`src/rtl/alu8_pkg.sv`:
```
package alu8_pkg;

    parameter int DATA_W = 8;
    parameter int NIB_W  = DATA_W / 2;

    typedef enum logic [2:0] {
        OP_ADD = 3'd0,
        OP_ADC = 3'd1,
        OP_SUB = 3'd2,
        OP_SBC = 3'd3,
        OP_AND = 3'd4,
        OP_XOR = 3'd5,
        OP_OR  = 3'd6,
        OP_CMP = 3'd7
    } alu_op_e;

    typedef struct packed {
        logic z;
        logic n;
        logic h;
        logic c;
    } flags_t;

    function automatic logic [7:0] pack_flags(flags_t f);
        return {f.z, f.n, f.h, f.c, 4'b0000};
    endfunction

    function automatic flags_t unpack_flags(logic [7:0] b);
        flags_t f;
        f.z = b[7];
        f.n = b[6];
        f.h = b[5];
        f.c = b[4];
        return f;
    endfunction

    function automatic logic is_subtractive(alu_op_e op);
        return (op == OP_SUB) || (op == OP_SBC) || (op == OP_CMP);
    endfunction

    function automatic logic uses_carry(alu_op_e op);
        return (op == OP_ADC) || (op == OP_SBC);
    endfunction

endpackage

```
`src/rtl/alu8_core.sv`:
```
module alu8_core
    import alu8_pkg::*;
(
    input  alu_op_e             op,
    input  logic [DATA_W-1:0]   lhs,
    input  logic [DATA_W-1:0]   rhs,
    input  logic                carry_in,
    input  logic                keep_carry,
    input  logic                old_carry,
    output logic [DATA_W-1:0]   result,
    output logic                result_we,
    output flags_t              nxt
);

    logic              cin_eff;
    logic [NIB_W:0]    lo_add, lo_sub, cin_lo;
    logic [DATA_W:0]   hi_add, hi_sub, cin_hi;
    logic              h_raw, c_raw;

    assign cin_eff = carry_in && uses_carry(op);
    assign cin_lo  = {{NIB_W{1'b0}}, cin_eff};
    assign cin_hi  = {{DATA_W{1'b0}}, cin_eff};

    assign lo_add = {1'b0, lhs[NIB_W-1:0]} + {1'b0, rhs[NIB_W-1:0]} + cin_lo;
    assign lo_sub = {1'b0, lhs[NIB_W-1:0]} - {1'b0, rhs[NIB_W-1:0]} - cin_lo;
    assign hi_add = {1'b0, lhs} + {1'b0, rhs} + cin_hi;
    assign hi_sub = {1'b0, lhs} - {1'b0, rhs} - cin_hi;

    always_comb begin
        result = '0;
        h_raw  = 1'b0;
        c_raw  = 1'b0;
        unique case (op)
            OP_ADD, OP_ADC: begin
                result = hi_add[DATA_W-1:0];
                h_raw  = lo_add[NIB_W];
                c_raw  = hi_add[DATA_W];
            end
            OP_SUB, OP_SBC, OP_CMP: begin
                result = hi_sub[DATA_W-1:0];
                h_raw  = lo_sub[NIB_W];
                c_raw  = hi_sub[DATA_W];
            end
            OP_AND: begin
                result = lhs & rhs;
                h_raw  = 1'b1;
            end
            OP_XOR: result = lhs ^ rhs;
            OP_OR:  result = lhs | rhs;
            default: result = '0;
        endcase
    end

    assign result_we = (op != OP_CMP);
    assign nxt.z     = (result == '0);
    assign nxt.n     = is_subtractive(op);
    assign nxt.h     = h_raw;
    assign nxt.c     = keep_carry ? old_carry : c_raw;

    // compare never requests write-back
    always_comb begin
        if (op == OP_CMP)
            a_r7_cmp_no_write: assert (!result_we);
    end

endmodule

```
`src/rtl/alu8_flag_reg.sv`:
```
module alu8_flag_reg
    import alu8_pkg::*;
(
    input  logic        clk,
    input  logic        rst,
    input  logic        upd_en,
    input  logic        load_en,
    input  logic [7:0]  load_byte,
    input  flags_t      nxt,
    output flags_t      q
);

    always_ff @(posedge clk) begin
        if (rst)
            q <= '0;
        else if (load_en)
            q <= unpack_flags(load_byte);
        else if (upd_en)
            q <= nxt;
    end

    // reset clears all flags
    a_r11_reset_clear: assert property (@(posedge clk) rst |=> (q == '0));

    // no enable, no change
    a_r11_hold: assert property (@(posedge clk) disable iff (rst)
        (!upd_en && !load_en) |=> $stable(q));

    // load takes priority and copies the upper nibble
    a_r10_load_wins: assert property (@(posedge clk) disable iff (rst)
        load_en |=> (q == unpack_flags($past(load_byte))));

endmodule

```
`src/rtl/alu8_unit.sv`:
```
module alu8_unit
    import alu8_pkg::*;
(
    input  logic        clk,
    input  logic        rst,
    input  logic [2:0]  op_sel,
    input  logic [7:0]  lhs,
    input  logic [7:0]  rhs,
    input  logic        carry_in,
    input  logic        keep_carry,
    input  logic        flag_en,
    input  logic        flag_load,
    input  logic [7:0]  flag_byte_in,
    output logic [7:0]  result,
    output logic        result_we,
    output logic        z_flag,
    output logic        n_flag,
    output logic        h_flag,
    output logic        c_flag,
    output logic [7:0]  flag_byte_out
);

    alu_op_e op;
    flags_t  nxt_flags;
    flags_t  cur_flags;

    assign op = alu_op_e'(op_sel);

    alu8_core u_core (
        .op         (op),
        .lhs        (lhs),
        .rhs        (rhs),
        .carry_in   (carry_in),
        .keep_carry (keep_carry),
        .old_carry  (cur_flags.c),
        .result     (result),
        .result_we  (result_we),
        .nxt        (nxt_flags)
    );

    alu8_flag_reg u_flags (
        .clk       (clk),
        .rst       (rst),
        .upd_en    (flag_en),
        .load_en   (flag_load),
        .load_byte (flag_byte_in),
        .nxt       (nxt_flags),
        .q         (cur_flags)
    );

    assign z_flag        = cur_flags.z;
    assign n_flag        = cur_flags.n;
    assign h_flag        = cur_flags.h;
    assign c_flag        = cur_flags.c;
    assign flag_byte_out = pack_flags(cur_flags);

    // packed low nibble always reads zero
    a_r10_low_nibble_zero: assert property (@(posedge clk) disable iff (rst)
        flag_byte_out[3:0] == 4'h0);

    // keep-carry preserves the stored carry
    a_r9_keep_carry: assert property (@(posedge clk) disable iff (rst)
        (flag_en && !flag_load && keep_carry) |=> (c_flag == $past(c_flag)));

    // zero flag follows the result that was captured
    a_r8_zero: assert property (@(posedge clk) disable iff (rst)
        (flag_en && !flag_load) |=> (z_flag == ($past(result) == 8'h00)));

    // AND leaves half-carry set
    a_r5_and_half: assert property (@(posedge clk) disable iff (rst)
        (flag_en && !flag_load && op_sel == 3'd4) |=> h_flag);

    // compare sets the subtract flag
    a_r6_cmp_sub: assert property (@(posedge clk) disable iff (rst)
        (flag_en && !flag_load && op_sel == 3'd7) |=> n_flag);

endmodule

```
`config.mk`:
```
export PLATFORM = sky130hd
export DESIGN_NAME = alu8_unit
export DESIGN_NICKNAME = d
export VERILOG_FILES = /design/src/rtl/alu8_pkg.sv /design/src/rtl/alu8_core.sv /design/src/rtl/alu8_flag_reg.sv /design/src/rtl/alu8_unit.sv
export SDC_FILE = /design/constraint.sdc
export NUM_CORES = 1
export LEC_CHECK = 0
export BUFFER_PORTS_ARGS = -buffer_cell sky130_fd_sc_hd__buf_2
export CORE_MARGIN = 5
export CORE_UTILIZATION = 52
export DETAILED_ROUTE_END_ITERATION = 8
export PLACE_DENSITY = 0.93
export SLEW_MARGIN = 40
export SYNTH_ARGS = -nofsm -noshare
export SYNTH_HDL_FRONTEND = slang
export SYNTH_SLANG_ARGS = --single-unit
```
`constraint.sdc`:
```
create_clock -name clk -period 4 [get_ports clk]
set_clock_uncertainty 0.2 [all_clocks]
set_input_delay 0.4 -clock clk [delete_from_list [all_inputs] [get_ports clk]]
set_output_delay 0.4 -clock clk [all_outputs]
set_load 0.03 [all_outputs]
```
==> metrics <==
layout net count=326; switching share of power=52.2%; Setup crit end=result[7]; clk root buf=clkbuf_4; Max stage delay on crit path=roughly 550 ps; Post-Syn Instances=220; cell family with most CP delay=adder cells; DP HPWL=3040 um; drc violations=0; number of synthesized flops with an enable pin=0; initial antenna violation count=0; sw power=around 0.00021 W; critical path class=input port to primary output; max FFs per register=4; Initial Util=53.3%; power density cells=~220 nW/um^2; # fillers=274; first-pass GRT wire length=6050 um; R2R depth=4; most common cell after layout, fill and taps aside=buf_2; sum of negative setup slack=0 ps; sequential fraction of the synthesis area=5.00%; Reg with most FFs=u_flags.q; routed length per instance=12.8 um; Critical Path Source Type=input port; routed vias=1,592; YS warnings=0; H-tree Lvls=1; CTS hold repair buffers=0; Overall Global Routing Usage=17.5%; max_slew headroom=67.0%; Syn-to-layout area delta=12.9%; largest net degree at the start of global routing=23; drt total wl=roughly 3700 um; Setup crit start=op_sel[2]; clock power share=13.6%; clock-pin slew on the worst setup and hold paths=40 ps; CTS sink cnt=4; worst r2r src=u_flags.q[3]; final setup vio count=0; Clock Path Buffers=2; Setup crit end kind=primary output; Routability Congestion=0.966; period utilization=roughly 87%; Worst Path Required=3400 ps; fmax=0.288 GHz; Core Area=3000 um^2; FF-to-FF setup slack=2800 ps; Cell Area, Synth=1600 um^2; Levels on crit path=13; Pre-Repair DR Iteration Count=4; vias in the first global route=between 1,000 and 1,500; maxcap violations=0; biggest registers after layout=u_flags.q: 4 flops; Post-CTS Resized=0; Seq cells post-synth=4; total clock buffers created by CTS=3; Slew Limit Fails=0; final hold slack=between 150 and 200 ps; Hold Vio Cnt, Final=0; num ports=54; highest-count cells in the layout ignoring fill and taps=buf_2, inv_1, ha_1; ys flop type=dfxtp_1; FP Rows=20; VDD IR max=0.0952 mV; width of the chip=roughly 65 um; R2R Path End=u_flags.q[3]; Die ar.=4290 um^2; Netlist cell types=50; combinational share of power=75.1%; Flop pwr share=between 10% and 20%; post-CTS setup buffers=0; internal power=between 0.00015 and 0.0002 W; Vias/cell=5.49; DRT iter0 DRCs=between 70 and 80; HP Class=input port to flip-flop; grt total ovfl=0; leakage power=0.959 nW; Diodes inserted=0; DIE HEIGHT=65.5 um; CP Max Fanout=3; worst skew pair latency=250 ps; Bufs and invs on worst path=4; cells along the critical path=buf_2 -> nand3b_1 -> inv_1 -> fa_1 -> inv_1 -> ha_1 -> o21ai_1 -> nand2_1 -> and2_1 -> o41ai_1 -> mux2i_1 -> o211ai_1 -> buf_2; unrepaired setup endpoints after global routing=false; async set-reset flop share out of synthesis=0%; status=complete, no violations; worst-margin pin slew=just under 500 ps; port bufs=45; highest-delay cell along the critical path=fa_1; minimum clock period=3470 ps; syn_area_per_cell=7.27 um^2; CTS tree=built; Post-DRT Antenna Nets=0; layout cells sized above 1=22.2%; critical path arrival=2870 ps
area by class of cell:
cell class	instances	area (um^2)	area share [%]
clock buffer	3	22.5	1.25
inverter	31	116	6.44
multi-input combinational	172	1310	72.3
sequential	4	80.1	4.43
tap	33	41.3	2.29
timing repair buffer	47	240	13.3
logic make-up (layout without fill, tap and decap cells):
| group | after synthesis | after routing | share of synthesized area (%) |
|---|---|---|---|
| buf+inv | 47 | 81 | 14.1 |
| compound gates | 57 | 57 | 23.9 |
| simple gates | 60 | 60 | 18.6 |
| flops | 4 | 4 | 5.00 |
| fa+ha+maj | 34 | 34 | 28.5 |
| xor+xnor | 12 | 12 | 6.57 |
| other cells | 1 | 4 | 0.234 |
| mux | 5 | 5 | 3.13 |
worst register-to-register path, stage by stage, from the launching register on:
cell     delay, ps
dfxtp_1        330
nor3b_1        180
a21oi_1         50
or2_2          290
o31ai_2         60
routing by layer:
metal	vias to the layer above	share of wire [%]	track usage (%)
met5	-	0	0
met2	83	46	30.5
met1	692	43	22.3
li1	814	-	-
met3	3	9.8	2.22
met4	0	0.78	5.18
worst min path at each step:
| stage | to | slack, ps | start | depth (start not counted) |
|---|---|---|---|---|
| after floorplan | u_flags.q[1] | 270 | rst | 1 |
| after global placement | u_flags.q[1] | 380 | u_flags.q[1] | 2 |
| after detailed placement | u_flags.q[1] | 430 | u_flags.q[1] | 2 |
| after CTS | u_flags.q[1] | 190 | rst | 2 |
| after global routing | u_flags.q[1] | 200 | rst | 2 |
| final | u_flags.q[1] | 190 | rst | 2 |
through the flow:
stage / std cells / setup WS [ps] / instance area [um^2] / util, % / total power [W]
finish: 290 / 533 / 1810 / 60.2 / 0.000402
CTS: 290 / 520 / 1810 / 60.2 / 0.000402
detailed placement: 287 / 463 / 1780 / 59.4 / 0.000345
global placement: 287 / 513 / 1780 / 59.4 / 0.000339
floorplan: 223 / 275 / 1610 / - / 0.000276
global route: 290 / 170 / 1810 / 60.2 / 0.000437
power by group through the flow:
stage                     sequential [W]  combinational (W)  clock (W)
after floorplan                0.0000522           0.000224          0
after detailed placement       0.0000461           0.000299          0
after global routing           0.0000457           0.000333  0.0000580
after CTS                      0.0000455           0.000301  0.0000556
after global placement         0.0000458           0.000294          0
final                          0.0000454           0.000302  0.0000546
synth_stat cells (3+ instances only):
library cell	n	area share [%]
xor2_1	6	3.3
nor2b_1	4	1.6
buf_2	3	0.94
nor2_1	20	4.7
buf_4	8	3.8
mux2i_1	5	3.1
xnor2_1	6	3.3
inv_1	30	7.0
fa_1	4	5.0
o22ai_1	3	1.2
nor3_1	6	1.9
nand2b_1	4	1.6
o21ai_0	12	3.8
nand2_1	13	3.0
ha_1	30	23
a21oi_1	17	5.3
dfxtp_1	4	5.0
clkbuf_1	3	0.70
Power figures use the tool's default switching activity.
